--- src/rtl/wdg_pkg.sv ---
package wdg_pkg;

  // Key halves (two-write mode) and full words (single-write mode)
  localparam logic [15:0] KEY_OPEN_A  = 16'hC520;
  localparam logic [15:0] KEY_OPEN_B  = 16'hD928;
  localparam logic [15:0] KEY_FEED_A  = 16'hA602;
  localparam logic [15:0] KEY_FEED_B  = 16'hB480;
  localparam logic [31:0] KEY_OPEN_W  = {KEY_OPEN_B, KEY_OPEN_A};
  localparam logic [31:0] KEY_FEED_W  = {KEY_FEED_B, KEY_FEED_A};

  // Register byte addresses
  localparam logic [3:0] ADR_CTRL = 4'h0;
  localparam logic [3:0] ADR_CNT  = 4'h4;
  localparam logic [3:0] ADR_TOV  = 4'h8;
  localparam logic [3:0] ADR_WIN  = 4'hC;

  typedef enum logic [1:0] {
    SRC_BUS  = 2'd0,
    SRC_LOW  = 2'd1,
    SRC_SLOW = 2'd2,
    SRC_EXT  = 2'd3
  } tickSrcE;

  typedef enum logic [1:0] {
    PEND_NONE,
    PEND_OPEN,
    PEND_FEED
  } pendE;

  // Configuration visible to the datapath
  typedef struct packed {
    logic    preDiv;
    tickSrcE src;
    logic    run;
    logic    irqEn;
  } runCfgT;

  // One-cycle strobes from control to datapath
  typedef struct packed {
    logic refresh;
    logic apply;
    logic keyFault;
    logic flagClr;
  } strobeT;

endpackage

--- src/rtl/wdg_ctrl.sv ---
module wdg_ctrl
  import wdg_pkg::*;
#(
  parameter int TO_W          = 16,
  parameter int UNLOCK_CYCLES = 255
) (
  input  logic            clk,
  input  logic            rstN,
  input  logic            busWr,
  input  logic [3:0]      busAddr,
  input  logic [31:0]     busWdata,
  input  logic [TO_W-1:0] cntVal,
  input  logic            flagIn,
  output logic [31:0]     busRdata,
  output runCfgT          runCfg,
  output logic [TO_W-1:0] tovalOut,
  output logic [TO_W-1:0] winOut,
  output strobeT          stb
);

  localparam int UL_W = $clog2(UNLOCK_CYCLES + 1);
  localparam logic [UL_W-1:0] UL_LOAD = UL_W'(UNLOCK_CYCLES);

  logic            wideQ;
  logic            updOkQ;
  runCfgT          runQ;
  logic [TO_W-1:0] tovalQ;
  logic [TO_W-1:0] winQ;
  logic [UL_W-1:0] ulkCnt;
  logic            rcsQ;
  pendE            pendQ;
  pendE            pendNext;

  logic ulkOpen;
  logic cfgOk;
  logic wrCtrl;
  logic wrCnt;
  logic wrTov;
  logic wrWin;
  logic unlockGo;
  logic refreshGo;
  logic fault;

  assign ulkOpen = (ulkCnt != '0);
  assign cfgOk   = ulkOpen && updOkQ;
  assign wrCtrl  = busWr && (busAddr == ADR_CTRL);
  assign wrCnt   = busWr && (busAddr == ADR_CNT);
  assign wrTov   = busWr && (busAddr == ADR_TOV);
  assign wrWin   = busWr && (busAddr == ADR_WIN);

  // Key decoder
  always_comb begin
    unlockGo  = 1'b0;
    refreshGo = 1'b0;
    fault     = 1'b0;
    pendNext  = pendQ;
    if (wrCnt) begin
      if (wideQ) begin
        pendNext = PEND_NONE;
        if (busWdata == KEY_OPEN_W)      unlockGo  = 1'b1;
        else if (busWdata == KEY_FEED_W) refreshGo = 1'b1;
        else if (runQ.run)               fault     = 1'b1;
      end else begin
        case (pendQ)
          PEND_OPEN: begin
            pendNext = PEND_NONE;
            if (busWdata[15:0] == KEY_OPEN_B) unlockGo = 1'b1;
            else                              fault    = 1'b1;
          end
          PEND_FEED: begin
            pendNext = PEND_NONE;
            if (busWdata[15:0] == KEY_FEED_B) refreshGo = 1'b1;
            else                              fault     = 1'b1;
          end
          default: begin
            if (busWdata[15:0] == KEY_OPEN_A)      pendNext = PEND_OPEN;
            else if (busWdata[15:0] == KEY_FEED_A) pendNext = PEND_FEED;
            else if (runQ.run)                     fault    = 1'b1;
          end
        endcase
      end
    end
  end

  assign stb.refresh  = refreshGo;
  assign stb.apply    = wrCtrl && cfgOk;
  assign stb.keyFault = fault;
  assign stb.flagClr  = wrCtrl && busWdata[14];

  always_ff @(posedge clk or negedge rstN) begin
    if (!rstN) begin
      pendQ  <= PEND_NONE;
      ulkCnt <= '0;
      rcsQ   <= 1'b0;
    end else begin
      pendQ <= pendNext;
      if (unlockGo) begin
        ulkCnt <= UL_LOAD;
        rcsQ   <= 1'b0;
      end else if (stb.apply) begin
        ulkCnt <= '0;
        rcsQ   <= 1'b1;
      end else if (ulkOpen) begin
        ulkCnt <= ulkCnt - 1'b1;
      end
    end
  end

  always_ff @(posedge clk or negedge rstN) begin
    if (!rstN) begin
      wideQ  <= 1'b0;
      updOkQ <= 1'b1;
      runQ   <= '{preDiv: 1'b0, src: SRC_BUS, run: 1'b0, irqEn: 1'b0};
      tovalQ <= '1;
      winQ   <= '0;
    end else begin
      if (stb.apply) begin
        wideQ       <= busWdata[13];
        runQ.preDiv <= busWdata[12];
        runQ.src    <= tickSrcE'(busWdata[9:8]);
        runQ.run    <= busWdata[7];
        runQ.irqEn  <= busWdata[6];
        updOkQ      <= busWdata[5];
      end
      if (wrTov && cfgOk) tovalQ <= busWdata[TO_W-1:0];
      if (wrWin && cfgOk) winQ   <= busWdata[TO_W-1:0];
    end
  end

  always_comb begin
    case (busAddr)
      ADR_CTRL: busRdata = {17'b0, flagIn, wideQ, runQ.preDiv, ulkOpen, rcsQ,
                            runQ.src, runQ.run, runQ.irqEn, updOkQ, 5'b0};
      ADR_CNT:  busRdata = 32'(cntVal);
      ADR_TOV:  busRdata = 32'(tovalQ);
      ADR_WIN:  busRdata = 32'(winQ);
      default:  busRdata = '0;
    endcase
  end

  assign runCfg   = runQ;
  assign tovalOut = tovalQ;
  assign winOut   = winQ;


  locked_tov_chk: assert property (@(posedge clk) disable iff (!rstN)
    (wrTov && !cfgOk) |=> $stable(tovalQ));


  unlock_open_chk: assert property (@(posedge clk) disable iff (!rstN)
    unlockGo |=> ulkOpen);


  apply_close_chk: assert property (@(posedge clk) disable iff (!rstN)
    (stb.apply && !unlockGo) |=> (!ulkOpen && rcsQ));

endmodule

--- src/rtl/wdg_datapath.sv ---
module wdg_datapath
  import wdg_pkg::*;
#(
  parameter int TO_W         = 16,
  parameter int PRESCALE_W   = 8,
  parameter int GRACE_CYCLES = 128
) (
  input  logic            clk,
  input  logic            rstN,
  input  runCfgT          runCfg,
  input  logic [TO_W-1:0] toval,
  input  logic [TO_W-1:0] win,
  input  strobeT          stb,
  input  logic [2:0]      tickIn,
  output logic [TO_W-1:0] cntVal,
  output logic            flagOut,
  output logic            irqOut,
  output logic            rstReqOut
);

  localparam int GR_W = $clog2(GRACE_CYCLES);
  localparam logic [GR_W-1:0] GR_LAST = GR_W'(GRACE_CYCLES - 1);

  logic            tickSel;
  logic            step;
  logic [TO_W-1:0] cntQ;
  logic            toSeenQ;
  logic            flagQ;
  logic            graceOn;
  logic [GR_W-1:0] graceCnt;
  logic            rstReqQ;
  logic            hit;
  logic            toEvent;
  logic            graceDone;
  logic            winFault;

  always_comb begin
    case (runCfg.src)
      SRC_BUS:  tickSel = 1'b1;
      SRC_LOW:  tickSel = tickIn[0];
      SRC_SLOW: tickSel = tickIn[1];
      default:  tickSel = tickIn[2];
    endcase
  end

  generate
    if (PRESCALE_W > 0) begin : gPre
      logic [PRESCALE_W-1:0] preQ;
      always_ff @(posedge clk or negedge rstN) begin
        if (!rstN)                          preQ <= '0;
        else if (stb.apply)                 preQ <= '0;
        else if (tickSel && runCfg.preDiv)  preQ <= preQ + 1'b1;
      end
      assign step = runCfg.preDiv ? (tickSel && (&preQ)) : tickSel;
    end else begin : gNoPre
      assign step = tickSel;
    end
  endgenerate

  assign hit       = runCfg.run && (cntQ >= toval);
  assign toEvent   = hit && !toSeenQ;
  assign graceDone = graceOn && (graceCnt == GR_LAST);
  assign winFault  = stb.refresh && (win != '0) && (cntQ < win);

  always_ff @(posedge clk or negedge rstN) begin
    if (!rstN) begin
      cntQ    <= '0;
      toSeenQ <= 1'b0;
    end else if (stb.apply || stb.refresh) begin
      cntQ    <= '0;
      toSeenQ <= 1'b0;
    end else begin
      if (runCfg.run && step && (cntQ < toval)) cntQ <= cntQ + 1'b1;
      if (hit) toSeenQ <= 1'b1;
    end
  end

  always_ff @(posedge clk or negedge rstN) begin
    if (!rstN) begin
      flagQ    <= 1'b0;
      graceOn  <= 1'b0;
      graceCnt <= '0;
      rstReqQ  <= 1'b0;
    end else begin
      if (toEvent)          flagQ <= 1'b1;
      else if (stb.flagClr) flagQ <= 1'b0;

      if (stb.apply || stb.refresh) begin
        graceOn  <= 1'b0;
        graceCnt <= '0;
      end else if (toEvent && runCfg.irqEn) begin
        graceOn  <= 1'b1;
        graceCnt <= '0;
      end else if (graceDone) begin
        graceOn  <= 1'b0;
      end else if (graceOn) begin
        graceCnt <= graceCnt + 1'b1;
      end

      if (stb.keyFault || winFault || graceDone || (toEvent && !runCfg.irqEn))
        rstReqQ <= 1'b1;
    end
  end

  assign cntVal    = cntQ;
  assign flagOut   = flagQ;
  assign irqOut    = flagQ && runCfg.irqEn;
  assign rstReqOut = rstReqQ;


  reset_sticky_chk: assert property (@(posedge clk) disable iff (!rstN)
    rstReqQ |=> rstReqQ);


  refresh_clear_chk: assert property (@(posedge clk) disable iff (!rstN)
    stb.refresh |=> (cntQ == '0));


  nointr_reset_chk: assert property (@(posedge clk) disable iff (!rstN)
    ($rose(flagQ) && !$past(runCfg.irqEn)) |-> rstReqQ);


  intr_first_chk: assert property (@(posedge clk) disable iff (!rstN)
    (graceOn && !stb.keyFault && !winFault && !graceDone) |=> (flagQ || stb.flagClr || $past(stb.flagClr) || !rstReqQ || $past(rstReqQ)));

endmodule

--- src/rtl/keyed_watchdog.sv ---
module keyed_watchdog
  import wdg_pkg::*;
#(
  parameter int TO_W          = 16,
  parameter int PRESCALE_W    = 8,
  parameter int UNLOCK_CYCLES = 255,
  parameter int GRACE_CYCLES  = 128
) (
  input  logic        clk,
  input  logic        rstN,
  input  logic        busWr,
  input  logic [3:0]  busAddr,
  input  logic [31:0] busWdata,
  output logic [31:0] busRdata,
  input  logic [2:0]  tickIn,
  output logic        irqOut,
  output logic        rstReqOut
);

  runCfgT          runCfg;
  strobeT          stb;
  logic [TO_W-1:0] toval;
  logic [TO_W-1:0] win;
  logic [TO_W-1:0] cntVal;
  logic            flag;

  wdg_ctrl #(
    .TO_W          (TO_W),
    .UNLOCK_CYCLES (UNLOCK_CYCLES)
  ) u_ctrl (
    .clk      (clk),
    .rstN     (rstN),
    .busWr    (busWr),
    .busAddr  (busAddr),
    .busWdata (busWdata),
    .cntVal   (cntVal),
    .flagIn   (flag),
    .busRdata (busRdata),
    .runCfg   (runCfg),
    .tovalOut (toval),
    .winOut   (win),
    .stb      (stb)
  );

  wdg_datapath #(
    .TO_W         (TO_W),
    .PRESCALE_W   (PRESCALE_W),
    .GRACE_CYCLES (GRACE_CYCLES)
  ) u_dp (
    .clk       (clk),
    .rstN      (rstN),
    .runCfg    (runCfg),
    .toval     (toval),
    .win       (win),
    .stb       (stb),
    .tickIn    (tickIn),
    .cntVal    (cntVal),
    .flagOut   (flag),
    .irqOut    (irqOut),
    .rstReqOut (rstReqOut)
  );

endmodule

--- config.mk ---
export PLATFORM = sky130hd
export DESIGN_NAME = keyed_watchdog
export DESIGN_NICKNAME = d
export VERILOG_FILES = /design/src/rtl/wdg_pkg.sv /design/src/rtl/wdg_ctrl.sv /design/src/rtl/wdg_datapath.sv /design/src/rtl/keyed_watchdog.sv
export SDC_FILE = /design/constraint.sdc
export NUM_CORES = 1
export LEC_CHECK = 0
export BUFFER_PORTS_ARGS = -buffer_cell sky130_fd_sc_hd__buf_2
export CORE_MARGIN = 3
export CORE_UTILIZATION = 59
export DETAILED_ROUTE_END_ITERATION = 8
export PLACE_DENSITY = 0.85
export SLEW_MARGIN = 20
export SYNTH_ARGS = -nofsm -noshare
export SYNTH_HDL_FRONTEND = slang
export SYNTH_SLANG_ARGS = --single-unit
--- constraint.sdc ---
create_clock -name clk -period 2.8 [get_ports clk]
set_input_delay 0.14 -clock clk [delete_from_list [all_inputs] [get_ports clk]]
set_output_delay 0.14 -clock clk [all_outputs]
set_load 0.1 [all_outputs]
==> results.md, run 1 <==
* Status: finished clean
* Post-synth cell types at 72
* Root Driver: clkbuf_8
* Hold Worst Slack at 0.0461 ns
* Synth Instances at 559
* Startpoint class of the critical path: register
* Final setup fails at 0
* Worst R2R End: u_dp.cntVal[6]
* Commonest non-fill, non-tap cells in the layout: dfrtp_1 (68), nand2_1 (59), buf_2 (58)
* WS Path Type: reg -> reg
* Worst VDD drop at 0.000348 V
* H-Tree Depth at 3
* Crit path max fanout at 7
* Critical Path Source: u_ctrl.tovalOut[7]
* Area share of the largest cell type after synthesis at 30.4%
* Worst setup EP type: register
* Nets at 717
* Max Cap Viol at 0
* I/O pin cnt at 76
* Vias per inst at 6.29
* Initial DRT Pass Iterations at 7
* Final wirelength at 15.2 mm
* Worst setup path endpoint: u_dp.cntVal[6]
* Worst hold path type: in -> reg
* Worst R2R Start: u_ctrl.tovalOut[7]
* Setup Skew at 0.00505 ns
* CP delay by family, top: compound AO/OA/AOI/OAI gates
* Global-route wire length before repair at 24.2 mm
* Worst path most repeated cell: a21oi_1
* #FFs+latches synth at 85
* Die area at 10700 um2
* Worst skew pair latency at 0.37 ns
* Total GRT Usage at 29.6%
* R2r setup slk at 0.10 ns
* Leak at 0.00302 uW
* Total CTS buffers at 9
* Worst path slowest cell: dfstp_2
* Initial Util at 62.3%
* Slew HR at 50.8%
* Critical path buffers and inverters at 2
* Layout cell share with drive strength beyond 1 at 26.2%
* WHS Path Cells at 2
* Measured slew at the worst slew-check pin at 0.734 ns
* Number of global-route vias before repair at 4820
* Worst slack, placed at 0.117 ns
* Final Worst Setup Slack at 0.104 ns
* Crit-path max cell delay at 0.55 ns
* Antenna cells at 0
* Die W at 103 um
* Ys flop type: dfrtp_1
* Commonest non-fill, non-tap cell in the layout: dfrtp_1
* RSZ-0062 raised after global routing: no
* 1st-iter DRT viols at 432
* CTS tree: built
* Routed Antenna Nets at 0
* Critical path, cell by cell: inv_1, ha_1, a21oi_1, o21ai_1, a221oi_4, buf_4, nand4_1, or3_1, a21oi_1
* CP Data Arrival Time at 2.98 ns
* Yosys Warn Count at 0
* Post-Syn Area at 5590 um2
* Layout overhead on the synthesized area at 13.0%
* Die boundary height at 103 um
* Crit. path cell count at 9
* Final hold vios at 0
* Crit share post-route at 96.3%
* Remaining global-route overflow at 0
* Synth area leaders: dfrtp_1 (30%), ha_1 (8.5%), dfstp_2 (8.0%)
* Row count at 34
* DPL Wire Length at 11.2 mm
* Area leader, netlist: dfrtp_1
* CTS Buffer Depth at 2
* Antenna violations before repair at 0
* Count of buffers from port buffering at 59
* FMAX at 0.371 GHz
* Clk sinks at 85
* Largest net degree at the start of global routing at 52
* Clk slew on worst S/H paths at 0.09 ns
* PD cells at 447 nW/um2
* Fin crit period at 2.70 ns
* WL per Instance at 19.8 um
* Post-synth ARST share at 100%
* Residual DRC at 0
* Post-synth EDFFs at 0
* Setup TNS at 0 ns
* Core area at 8980 um2
* Routability Congestion at 0.976
* Synthesized area per cell at 10.0 um2
* Required @ worst endpoint at 3.09 ns
* Fin util at 70.4%
* Via count at 4831
* Fillers at 666
* Slew Limit Fails at 0
* Sequential area share after synthesis at 38.4%
* Setup bufs post-CTS at 0
* Worst r2r path cells at 9
==> cell families after synthesis <==
group | share of synthesized area [%]
XOR/XNOR | 2.98
other | 0.0670
multiplexers | 8.19
adder cells (fa/ha/maj) | 8.50
buffers and inverters | 6.85
flip-flops | 38.4
AND/OR/NAND/NOR | 22.4
AO/OA/AOI/OAI | 12.6
==> sequential cells by signal, indices dropped and copies added, names as in the netlist <==
register         flops
u_dp.cntVal         16
u_ctrl.rcsQ          1
u_ctrl.wideQ         1
u_ctrl.ulkCnt        8
u_dp.gPre.preQ       8
u_dp.graceCnt        7
u_dp.rstReqOut       1
u_dp.flagOut         1
u_ctrl.runCfg        5
u_ctrl.tovalOut     16
u_ctrl.pendQ         2
u_dp.graceOn         1
u_ctrl.winOut       16
u_dp.toSeenQ         1
u_ctrl.updOkQ        1
==> power by group <==
part | total, uW | internal, uW | switching (uW)
sequential | 1370 | 1300 | 70.0
clock | 988 | 507 | 481
combinational | 473 | 166 | 307
total | 2830 | 1970 | 858
==> worst min-delay path by stage <==
stage	endpoint	start
4_1_cts	u_ctrl.tovalOut[15]	busWdata[15]
3_3_place_gp	u_ctrl.pendQ[0]	rstN
5_1_grt	u_ctrl.winOut[10]	busWdata[10]
2_1_floorplan	u_ctrl.pendQ[0]	rstN
6_report	u_ctrl.winOut[10]	busWdata[10]
3_5_place_dp	u_ctrl.ulkCnt[2]	rstN
==> what timing repair did <==
action,4_1_cts,5_1_grt
endpoints found under the setup margin,0,7
hold buffers,1,0
hold endpoints to repair,38,0
resized for setup,0,1
==> final cells by class <==
cell class,instances,area (um2),area share (%)
clock buffers,9,124,1.96
clock inverters,7,98.8,1.56
inverters,45,169,2.67
multi-input cells,414,3150,49.8
flip-flops and latches,85,2150,34.0
well taps,126,158,2.50
repair buffers,82,473,7.49
==> cells in the mapped netlist, types with 5 or more instances <==
master and n:
xor2_1 9, buf_4 16, or4_1 5, nand2_1 59
a21oi_1 20, nor2_1 29, nand4_1 19, o21ai_0 17
mux2_1 20, nor4bb_1 7, clkbuf_1 8, nand2b_1 5
nand3b_1 7, mux2_2 18, dfstp_2 17, o31ai_1 5
a222oi_1 16, a21oi_2 8, xnor2_1 10, nand3_1 13
nor4_1 9, or3_1 10, inv_1 45, ha_1 38
dfrtp_1 68
==> metal layers <==
metal / vias to the layer above / track usage, % / wire length (um)
met5: - / 0 / 0
met4: 0 / 11.0 / 396
met3: 35 / 8.18 / 1510
met2: 273 / 50.4 / 7310
met1: 2338 / 35.9 / 5970
li1: 2185 / - / -
==> metrics by stage <==
| step | instance area (um2) | std cells | power, uW |
|---|---|---|---|
| after floorplan | 5650 | 574 | 1730 |
| after global placement | 6080 | 751 | 1830 |
| after detailed placement | 6080 | 751 | 1860 |
| after CTS | 6310 | 768 | 2830 |
| after global routing | 6320 | 768 | 2940 |
| final | 6320 | 768 | 2830 |
Power figures use the tool's default switching activity.
==> run 2: changes to the inputs <==
--- a/config.mk
+++ b/config.mk
@@ -7,10 +7,11 @@
 export LEC_CHECK = 0
 export BUFFER_PORTS_ARGS = -buffer_cell sky130_fd_sc_hd__buf_2
 export CORE_MARGIN = 3
-export CORE_UTILIZATION = 59
+export CORE_UTILIZATION = 40
 export DETAILED_ROUTE_END_ITERATION = 8
-export PLACE_DENSITY = 0.85
+export PLACE_DENSITY = 0.63
 export SLEW_MARGIN = 20
 export SYNTH_ARGS = -nofsm -noshare
 export SYNTH_HDL_FRONTEND = slang
+export SYNTH_HIERARCHICAL = 1
 export SYNTH_SLANG_ARGS = --single-unit
==> constraint.sdc (replaced) <==
create_clock -name clk -period 2.8 [get_ports clk]
set_input_delay 0.14 -clock clk [delete_from_list [all_inputs] [get_ports clk]]
set_output_delay 0.14 -clock clk [all_outputs]
set_load 0.005 [all_outputs]
==> results.md, run 2 <==
* PD cells at 456 nW/um2
* Non-Filler Instances at 814
* Placed cell count at 793
* Met1 Routed Length at 6.55 mm
* Required @ worst endpoint at 3.07 ns
* Layout overhead on the synthesized area at 16.4%
* Measured slew at the worst slew-check pin at 0.881 ns
* Post-synth cell types at 70
* Die area at 15100 um2
* Nets at 713
* Die boundary height at 123 um
* Root Driver: clkbuf_16
* CP Data Arrival Time at 2.98 ns
* Fin crit period at 2.71 ns
* Die W at 123 um
* Crit path max fanout at 4
* I/O pin cnt at 76
* WS Path Type: reg -> reg
* Total CTS buffers at 9
* Synth cell count leaders: dfrtp_1 (68), inv_1 (49), nand2_1 (42)
* Top-count cell post-synth: dfrtp_1
* Worst setup EP type: register
* Cell Area, Placed at 6010 um2
* Crit share post-route at 97.0%
* Vias per inst at 5.70
* Sequential area share after synthesis at 39.2%
* Top layer in use: met4
* Worst hold path type: in -> reg
* Total GRT Usage at 20.2%
* Leak at 0.00297 uW
* 1st-iter DRT viols at 374
* H-Tree Depth at 3
* Residual DRC at 0
* CTS Buffer Depth at 2
* DR WL met3 at 911 um
* Commonest non-fill, non-tap cell in the layout: dfrtp_1
* Worst VDD drop at 0.000510 V
* Antenna cells at 0
* Initial DRT Pass Iterations at 5
* Area leader, netlist: dfrtp_1
* Core area at 13300 um2
* Crit-path max cell delay at 0.55 ns
* Final wirelength at 14.8 mm
* Number of global-route vias before repair at 4587
* Worst skew pair latency at 0.35 ns
* Commonest non-fill, non-tap cells in the layout: dfrtp_1 (68), buf_2 (59), inv_1 (49)
* Global-route wire length before repair at 23.7 mm
* CTS tree: built
* Routability Congestion at 0.931
* Worst path most repeated cell: a21o_1
* Startpoint class of the critical path: register
* #FFs+latches synth at 85
* Post-Syn Area at 5480 um2
* Clk sinks at 85
* Synth Instances at 552
* Synthesized area per cell at 9.93 um2
* Setup Skew at 0.00959 ns
* Routed wl met2 at 7.09 mm
* Post-synth ARST share at 100%
* Status: finished clean
* Remaining global-route overflow at 0
* Post-synth EDFFs at 0
* Max Cap Viol at 0
* Clk slew on worst S/H paths at 0.07 ns
* WL per Instance at 18.2 um
* Ys flop type: dfrtp_1
* Layout cell share with drive strength beyond 1 at 26.6%
* Final Cell Area at 6380 um2
* Via count at 4643
* Critical path, cell by cell: inv_1, ha_1, a21o_1, a21o_1, a2111oi_4, nand4_1, buf_4, or4_1, a21oi_1
* Area share of the largest cell type after synthesis at 31.0%
* Final setup fails at 0
* Row count at 42
* Synth area leaders: dfrtp_1 (31%), ha_1 (8.7%), dfstp_2 (8.1%)
* Routed Antenna Nets at 0
* Slew Limit Fails at 0
* Initial Util at 41.1%
* Yosys Warn Count at 6
* Final hold vios at 0
* Count of buffers from port buffering at 59
* Largest net degree at the start of global routing at 86
* Antenna violations before repair at 0
* DPL Wire Length at 10.9 mm
* Worst path slowest cell: dfstp_2
* Slew HR at 41.2%
* FMAX at 0.368 GHz
[run 2: cell types whose count changed in the layout (fill, tap and decap cells not counted), moves of 5 or more]
cell       change
a21oi_2        -6
a221o_1        +8
a222oi_1       -9
a22o_1         +9
and3_1         +6
clkbuf_16      +9
clkbuf_8       -9
mux2_1        -17
mux2_2        +16
nand2_1       -17
nand3b_1       -6
nor2_1         +5
o21ai_0        -8
o21ai_1        +7
[run 2: layout make-up]
| class | instances | area [um2] |
|---|---|---|
| clock buffer | 9 | 225 |
| clock inverter | 7 | 71.3 |
| fill | 1249 | 6970 |
| inverter | 49 | 184 |
| multi-input combinational | 400 | 3010 |
| sequential | 85 | 2150 |
| tap | 176 | 220 |
| timing repair buffer | 88 | 523 |
[run 2: kinds of logic (layout without fill, tap and decap cells)]
logic type | after synthesis | in the layout | synth area share, %
other | 1 | 16 | 0.0684
buffers and inverters | 82 | 153 | 7.55
AO/OA/AOI/OAI | 102 | 102 | 14.1
flip-flops | 85 | 85 | 39.2
multiplexers | 42 | 42 | 8.51
AND/OR/NAND/NOR | 183 | 183 | 18.9
XOR/XNOR | 19 | 19 | 3.04
adder cells (fa/ha/maj) | 38 | 38 | 8.67
[run 2: path summary, 6_finish.rpt]
path,slack [ns],start,cells past startpoint,endpoint
worst max-delay path,0.09,u_ctrl/tovalOut[13],9,u_dp/cntVal[13]
worst min-delay path,0.07,busWdata[10],2,u_ctrl/tovalOut[10]
worst max register to register,0.09,u_ctrl/tovalOut[13],9,u_dp/cntVal[13]
worst min register to register,0.49,u_ctrl/updOkQ,1,u_ctrl/updOkQ
max in group asynchronous,1.85,rstN,2,u_dp/cntVal[10]
min in group asynchronous,0.41,rstN,2,u_dp/gPre.preQ[4]
[run 2: worst max-delay path, delay by kind of cell, from the launching register on]
family	cells	cell delay [ns]
AO/OA/AOI/OAI	4	0.83
flip-flops	1	0.55
AND/OR/NAND/NOR	2	0.72
adder cells (fa/ha/maj)	1	0.29
buffers and inverters	2	0.26
[run 2: timing repair]
item	CTS	global route
resized for setup	0	8
endpoints found under the setup margin	0	18
setup buffers	0	2
hold buffers	0	1
endpoints found under the hold margin	0	68
[run 2: metrics by stage]
stage	total power [uW]	util, %	setup slack [ns]	hold slack (ns)	setup TNS (ns)
after CTS	2950	47.3	0.0837	0.0496	0
after floorplan	1610	-	0.248	-0.156	0
after global placement	1710	45.1	0.143	0.402	0
final	2910	47.8	0.0854	0.0716	0
after detailed placement	1720	45.1	0.117	0.416	0
after global routing	3050	47.8	-0.0747	0.0722	-0.209
[run 2: power breakdown]
| group | total (uW) | switching, uW | internal (uW) |
|---|---|---|---|
| clock | 1210 | 518 | 695 |
| sequential | 1370 | 70.9 | 1300 |
| combinational | 333 | 188 | 145 |
[run 2: metal layers]
| layer | up-vias | global-route usage [%] |
|---|---|---|
| li1 | 2160 | - |
| met4 | 0 | 6.16 |
| met3 | 19 | 3.93 |
| met5 | - | 0 |
| met1 | 2300 | 26.4 |
| met2 | 164 | 34.0 |
